===== src/rtl/tsel_pkg.sv =====
package tsel_pkg;

  typedef enum logic [2:0] {
    VIEW_SHIFT  = 3'b000,
    VIEW_HIGH   = 3'b001,
    VIEW_REF    = 3'b010,
    VIEW_MPULSE = 3'b011,
    VIEW_FOUT   = 3'b100,
    VIEW_LOW    = 3'b101,
    VIEW_BYPASS = 3'b110,
    VIEW_FDIV4  = 3'b111
  } view_e;

  // Strobes from control to datapath
  typedef struct packed {
    logic  tick;      // one-cycle: selected source rose
    logic  refLevel;  // synchronised reference level
    view_e view;      // decoded test view
  } strobe_t;

endpackage


===== src/rtl/tsel_ctrl.sv =====
module tsel_ctrl
  import tsel_pkg::*;
(
  input  logic          clk,
  input  logic          rstN,
  input  logic [2:0]    testCode,
  input  logic          refClk,
  input  logic          vcoClk,
  input  logic          serClk,
  output strobe_t       strobe
);

  localparam int NumSrc = 3;
  localparam int IdxVco = 0;
  localparam int IdxSer = 1;
  localparam int IdxRef = 2;

  logic [NumSrc-1:0] rawIn;
  logic [NumSrc-1:0] syncQ;
  logic [NumSrc-1:0] prevQ;
  logic [NumSrc-1:0] riseQ;
  logic              bypassMode;

  assign rawIn = {refClk, serClk, vcoClk};

  generate
    for (genvar g = 0; g < NumSrc; g++) begin : gSample
      always_ff @(posedge clk or negedge rstN) begin
        if (!rstN) begin
          syncQ[g] <= 1'b0;
          prevQ[g] <= 1'b0;
        end else begin
          syncQ[g] <= rawIn[g];
          prevQ[g] <= syncQ[g];
        end
      end
      assign riseQ[g] = syncQ[g] & ~prevQ[g];
    end
  endgenerate

  assign bypassMode = (testCode == VIEW_BYPASS);

  always_comb begin
    strobe.tick     = bypassMode ? riseQ[IdxSer] : riseQ[IdxVco];
    strobe.refLevel = syncQ[IdxRef];
    strobe.view     = view_e'(testCode);
  end

  // in bypass, a tick needs a serial-clock edge seen across the sampling pair
  assert_bypass_source_R6: assert property (@(posedge clk) disable iff (!rstN)
    (bypassMode && strobe.tick) |-> (syncQ[IdxSer] && !prevQ[IdxSer]));

  // outside bypass, the serial clock never produces a tick on its own
  assert_vco_source_R6: assert property (@(posedge clk) disable iff (!rstN)
    (!bypassMode && !syncQ[IdxVco]) |-> !strobe.tick);

endmodule


===== src/rtl/tsel_datapath.sv =====
module tsel_datapath
  import tsel_pkg::*;
#(
  parameter int M_WIDTH = 9,
  parameter int N_CODE_WIDTH = 2
) (
  input  logic                    clk,
  input  logic                    rstN,
  input  strobe_t                 strobe,
  input  logic                    lastBit,
  input  logic [M_WIDTH-1:0]      mMod,
  input  logic [N_CODE_WIDTH-1:0] nCode,
  output logic                    foutOut,
  output logic                    testOut
);

  localparam int HalfW = 2 ** N_CODE_WIDTH;
  localparam int Div4W = 2;

  logic [HalfW-1:0]   nCnt;
  logic [HalfW-1:0]   halfLimit;
  logic               foutQ;
  logic [M_WIDTH-1:0] mCnt;
  logic [M_WIDTH-1:0] mLimit;
  logic               mPulse;
  logic               foutPrev;
  logic               foutRise;
  logic [Div4W-1:0]   riseCnt;
  logic               div4Q;
  logic               testNext;

  // N divider: toggles every 2^nCode ticks
  assign halfLimit = (HalfW'(1) << nCode) - HalfW'(1);

  always_ff @(posedge clk or negedge rstN) begin
    if (!rstN) begin
      nCnt  <= '0;
      foutQ <= 1'b0;
    end else if (strobe.tick) begin
      if (nCnt >= halfLimit) begin
        nCnt  <= '0;
        foutQ <= ~foutQ;
      end else begin
        nCnt <= nCnt + HalfW'(1);
      end
    end
  end

  // M counter: pulse lasting one source period, every mMod ticks
  assign mLimit = mMod - M_WIDTH'(1);

  always_ff @(posedge clk or negedge rstN) begin
    if (!rstN) begin
      mCnt   <= '0;
      mPulse <= 1'b0;
    end else if (strobe.tick) begin
      if (mCnt >= mLimit) begin
        mCnt   <= '0;
        mPulse <= 1'b1;
      end else begin
        mCnt   <= mCnt + M_WIDTH'(1);
        mPulse <= 1'b0;
      end
    end
  end

  // Output clock divided by four: bit 1 of a count of its rising edges
  assign foutRise = foutQ & ~foutPrev;

  always_ff @(posedge clk or negedge rstN) begin
    if (!rstN) begin
      foutPrev <= 1'b0;
      riseCnt  <= '0;
    end else begin
      foutPrev <= foutQ;
      if (foutRise) riseCnt <= riseCnt + Div4W'(1);
    end
  end

  assign div4Q = riseCnt[Div4W-1];

  // Test view selection
  always_comb begin
    unique case (strobe.view)
      VIEW_SHIFT:  testNext = lastBit;
      VIEW_HIGH:   testNext = 1'b1;
      VIEW_REF:    testNext = strobe.refLevel;
      VIEW_MPULSE: testNext = mPulse;
      VIEW_FOUT:   testNext = foutQ;
      VIEW_LOW:    testNext = 1'b0;
      VIEW_BYPASS: testNext = mPulse;
      VIEW_FDIV4:  testNext = div4Q;
      default:     testNext = 1'b0;
    endcase
  end

  always_ff @(posedge clk or negedge rstN) begin
    if (!rstN) testOut <= 1'b0;
    else       testOut <= testNext;
  end

  assign foutOut = foutQ;

  // the output clock only moves on a source tick
  assert_fout_on_tick_R5: assert property (@(posedge clk) disable iff (!rstN)
    !strobe.tick |=> $stable(foutQ));

  // an M pulse only starts on a source tick
  assert_mpulse_on_tick_R7: assert property (@(posedge clk) disable iff (!rstN)
    $rose(mPulse) |-> $past(strobe.tick));

  // the divided view changes only after an output-clock rise
  assert_div4_follows_R9: assert property (@(posedge clk) disable iff (!rstN)
    !$stable(div4Q) |-> $past(foutRise));

  // constant views
  assert_const_high_R3: assert property (@(posedge clk) disable iff (!rstN)
    (strobe.view == VIEW_HIGH) |=> testOut);

  assert_const_low_R3: assert property (@(posedge clk) disable iff (!rstN)
    (strobe.view == VIEW_LOW) |=> !testOut);

endmodule


===== src/rtl/tsel_top.sv =====
module tsel_top
  import tsel_pkg::*;
#(
  parameter int M_WIDTH = 9,
  parameter int N_CODE_WIDTH = 2
) (
  input  logic                    clk,
  input  logic                    rstN,
  input  logic [2:0]              testCode,
  input  logic                    refClk,
  input  logic                    vcoClk,
  input  logic                    serClk,
  input  logic                    lastBit,
  input  logic [M_WIDTH-1:0]      mMod,
  input  logic [N_CODE_WIDTH-1:0] nCode,
  output logic                    foutOut,
  output logic                    testOut
);

  strobe_t strobe;

  tsel_ctrl ctrl_i (
    .clk      (clk),
    .rstN     (rstN),
    .testCode (testCode),
    .refClk   (refClk),
    .vcoClk   (vcoClk),
    .serClk   (serClk),
    .strobe   (strobe)
  );

  tsel_datapath #(
    .M_WIDTH      (M_WIDTH),
    .N_CODE_WIDTH (N_CODE_WIDTH)
  ) dp_i (
    .clk     (clk),
    .rstN    (rstN),
    .strobe  (strobe),
    .lastBit (lastBit),
    .mMod    (mMod),
    .nCode   (nCode),
    .foutOut (foutOut),
    .testOut (testOut)
  );

  // outputs leave reset low
  assert_reset_low_R1: assert property (@(posedge clk)
    $rose(rstN) |-> (!foutOut && !testOut));

endmodule


===== config.mk =====
export PLATFORM = sky130hd
export DESIGN_NAME = tsel_top
export DESIGN_NICKNAME = d
export VERILOG_FILES = /design/src/rtl/tsel_pkg.sv /design/src/rtl/tsel_ctrl.sv /design/src/rtl/tsel_datapath.sv /design/src/rtl/tsel_top.sv
export SDC_FILE = /design/constraint.sdc
export NUM_CORES = 1
export LEC_CHECK = 0
export BUFFER_PORTS_ARGS = -buffer_cell sky130_fd_sc_hd__buf_2
export CORE_MARGIN = 3
export CORE_UTILIZATION = 56
export DETAILED_ROUTE_END_ITERATION = 8
export PLACE_DENSITY = 0.79
export SLEW_MARGIN = 25
export SYNTH_ARGS = -nofsm -noshare
export SYNTH_HDL_FRONTEND = slang
export SYNTH_SLANG_ARGS = --single-unit

===== constraint.sdc =====
create_clock -name clk -period 1.95 [get_ports clk]
set_input_delay 0.0975 -clock clk [delete_from_list [all_inputs] [get_ports clk]]
set_output_delay 0.0975 -clock clk [all_outputs]
set_load 0.01 [all_outputs]

==> metrics.md <==
| Metric | Value |
|---|---|
| DIE AREA | 3279 sq um |
| Core area | 2340 sq um |
| Slowest stage cell on the critical path | dfrtp_1 |
| WL final | 3371 um |
| First-pass GRT wire length | 5623 um |
| I/O pin cnt | 22 |
| Critical Path Sink Type | register |
| Via count | 1285 |
| Gpl congestion | 0.8707 |
| DP Worst Slack | -0.2897 ns |
| Synth area leaders | dfrtp_1 (41%), ha_1 (13%), xnor2_1 (4.8%) |
| Post-layout power | 1.709 mW |
| Status | finished clean |
| Worst VDD drop | 0.8493 mV |
| R2R Path End | dp_i.mCnt[0] |
| Total gr overflow | 0 |
| First-pass detailed-route iteration total | 4 |
| Flop2flop setup slack | 0.08 ns |
| Mapped Avg Cell Area | 9.744 sq um |
| Slew @ Worst Pin | 0.5255 ns |
| FF-to-FF Start | dp_i.mCnt[3] |
| Fmax | 536.0 MHz |
| Main flop type after synthesis | dfrtp_1 |
| Total of max-cap violations | 0 |
| Critical Path RT | 2.22 ns |
| ANT nets after route | 0 |
| Die X-Extent | 57.26 um |
| Clock Sinks | 24 |
| WL/cell | 15.05 um |
| Slew Limit Fails | 0 |
| Post-synth top area cell | dfrtp_1 |
| Critical Path AT | 2.13 ns |
| Final setup viols | 0 |
| WHS Path Cells | 2 |
| Synth Cell Area | 1471 sq um |
| Max-slew headroom | 0.6496 |
| Post-DP HPWL | 2490 um |
| Post-synth top area share | 0.4082 |
| Setup WS post-layout | 0.08422 ns |
| Area Growth Syn to Fin | 26.62% |
| CTS buffer count | 3 |
| Buf/Inv on CP | 0 |
| Asr flop ratio synth | 1.000 |
| Most common cell in the synthesized netlist | dfrtp_1 |
| Reg2reg path depth | 6 |
| Row count | 17 |
| Ys Warns | 0 |
| Diodes inserted | 0 |
| Clock Skew | 0.0006781 ns |
| Synth cell count leaders | dfrtp_1 (24), ha_1 (15), nand2_1 (15) |
| Critical path launch point type | register |
| DR DRC count | 0 |
| PortBufs | 21 |
| Clock Pin Slew Worst Setup and Hold Paths | 0.13 ns |
| Top cell family by delay on the critical path | compound AO/OA/AOI/OAI gates |
| Maximum fanout along the worst path | 8 |
| Initial core utilization | 0.6289 |
| Synth Net Count | 186 |
| Static Leak | 0.8979 nW |
| Hold crit path type | input port to register |
| Later-pin clock latency in the skew report | 0.31 ns |
| Tmin final | 1.866 ns |
| Initial antenna violation count | 0 |
| CTS Buffer Depth | 2 |
| Hold Path Sink | dp_i.testOut |
| DRT iter0 DRCs | 56 |
| Crit-path cells | ha_1, o21ai_0, a21oi_1, a211o_4, nor2_4, mux2_2 |
| CTS tree | yes |
| Total GRT Usage | 0.2175 |
| H-tree Lvls | 1 |
| Fin. Hold Viols | 0 |
| Synth unique cells | 36 |
| PD cells | 917.3 nW/um^2 |
| Largest net degree at the start of global routing | 25 |
| Kind of critical path | register to register |
| Post-synth EDFFs | 0 |
| Total Nets Final | 232 |
| Worst path max stage delay | 0.44 ns |
| CTS root buffer | clkbuf_4 |
| Hold_sp | testCode[2] |
| Syn Inst Count | 151 |
| Register area share after synthesis | 0.4082 |
| Vias in the first global route | 1257 |
| Die height | 57.26 um |
| Post-synthesis register bit count | 24 |
| Tcrit/Tclk final | 0.9568 |
| DR vias/cell | 5.737 |
| Layout cells sized above 1 | 0.2959 |
[state kept, by name (all words and copies together) (netlist names)]
register / count
dp_i.foutOut: 1
dp_i.foutPrev: 1
ctrl_i.syncQ: 2
dp_i.mPulse: 1
ctrl_i.prevQ: 2
dp_i.riseCnt: 2
dp_i.nCnt: 4
dp_i.mCnt: 9
ctrl_i.strobe: 1
dp_i.testOut: 1
[power by group]
part | internal (mW) | switching [mW] | total [mW] | leakage, nW
clock network | 0.208 | 0.149 | 0.357 | 0.0279
logic | 0.318 | 0.303 | 0.621 | 0.582
registers | 0.619 | 0.112 | 0.731 | 0.288
total | 1.14 | 0.564 | 1.71 | 0.898
[area by class of cell]
class	instances	area (sq um)
inverters	8	30.03
flip-flops and latches	24	601.8
fillers	157	476.7
clock buffers	3	22.52
multi-input cells	117	863.3
clock inverters	1	30.03
well taps	28	35.03
repair buffers	43	280.3
[cell usage in the layout, fill, tap and decap left out, types with 3 or more instances in the layout]
cell type,Yosys,layout
dfrtp_1,24,23
buf_2,1,21
buf_4,0,18
nand2_1,15,15
ha_1,15,15
nor2_1,13,13
o21ai_0,12,9
inv_1,8,8
xnor2_1,8,8
nand3_1,5,5
o21ai_1,2,5
a21oi_1,4,4
nand2b_1,4,4
a22o_1,4,4
dlygate4sd3_1,0,4
nor3_1,3,3
mux2i_1,3,3
clkbuf_4,0,3
[metrics by stage]
step / std cells / hold slack [ns] / cell area (sq um) / TNS (ns) / util
after global placement: 214 / 0.08940 / 1722 / -1.492 / 0.7358
after CTS: 222 / 0.007175 / 1814 / 0 / 0.7754
after detailed placement: 214 / 0.09859 / 1722 / -1.945 / 0.7358
after global routing: 224 / 0.001740 / 1863 / -0.1417 / 0.7963
after floorplan: 151 / -0.1981 / 1478 / 0 / -
final: 224 / 0.005710 / 1863 / 0 / 0.7963
[kinds of logic (layout without fill, tap and decap cells)]
logic type / Yosys count / count (layout) / synth area share
xor+xnor: 10 / 10 / 0.05953
flops: 24 / 24 / 0.4082
mux: 6 / 6 / 0.04592
buf+inv: 10 / 55 / 0.03146
fa+ha+maj: 15 / 15 / 0.1276
simple gates: 57 / 57 / 0.2041
compound gates: 29 / 29 / 0.1233
[how the worst max path moves through the flow]
stage / slack (ns) / cells after the start / from / endpoint
2_1_floorplan: 0.01 / 11 / mMod[0] / dp_i.mCnt[7]
3_3_place_gp: -0.21 / 12 / mMod[0] / dp_i.mCnt[7]
3_5_place_dp: -0.29 / 11 / mMod[2] / dp_i.mCnt[6]
4_1_cts: 0.02 / 7 / dp_i.mCnt[0] / dp_i.mCnt[0]
5_1_grt: -0.03 / 6 / dp_i.mCnt[2] / dp_i.mCnt[0]
6_report: 0.08 / 6 / dp_i.mCnt[3] / dp_i.mCnt[0]
[per-layer routing]
| metal | share of wire | up-vias | GRT usage |
|---|---|---|---|
| li1 | - | 624 | - |
| met1 | 0.42 | 606 | 0.2628 |
| met2 | 0.52 | 45 | 0.3980 |
| met3 | 0.048 | 10 | 0.05204 |
| met4 | 0.011 | 0 | 0.03311 |
| met5 | 0 | - | 0 |
[repair_timing]
item                                    in CTS  in global routing
endpoints found under the setup margin       1                 11
buffers inserted                             0                  2
endpoints found under the hold margin       27                  0
resized for setup                            1                  9
hold buffers                                 4                  0
pin swaps                                    0                  2
No activity file was read; power rests on OpenSTA's default activity.
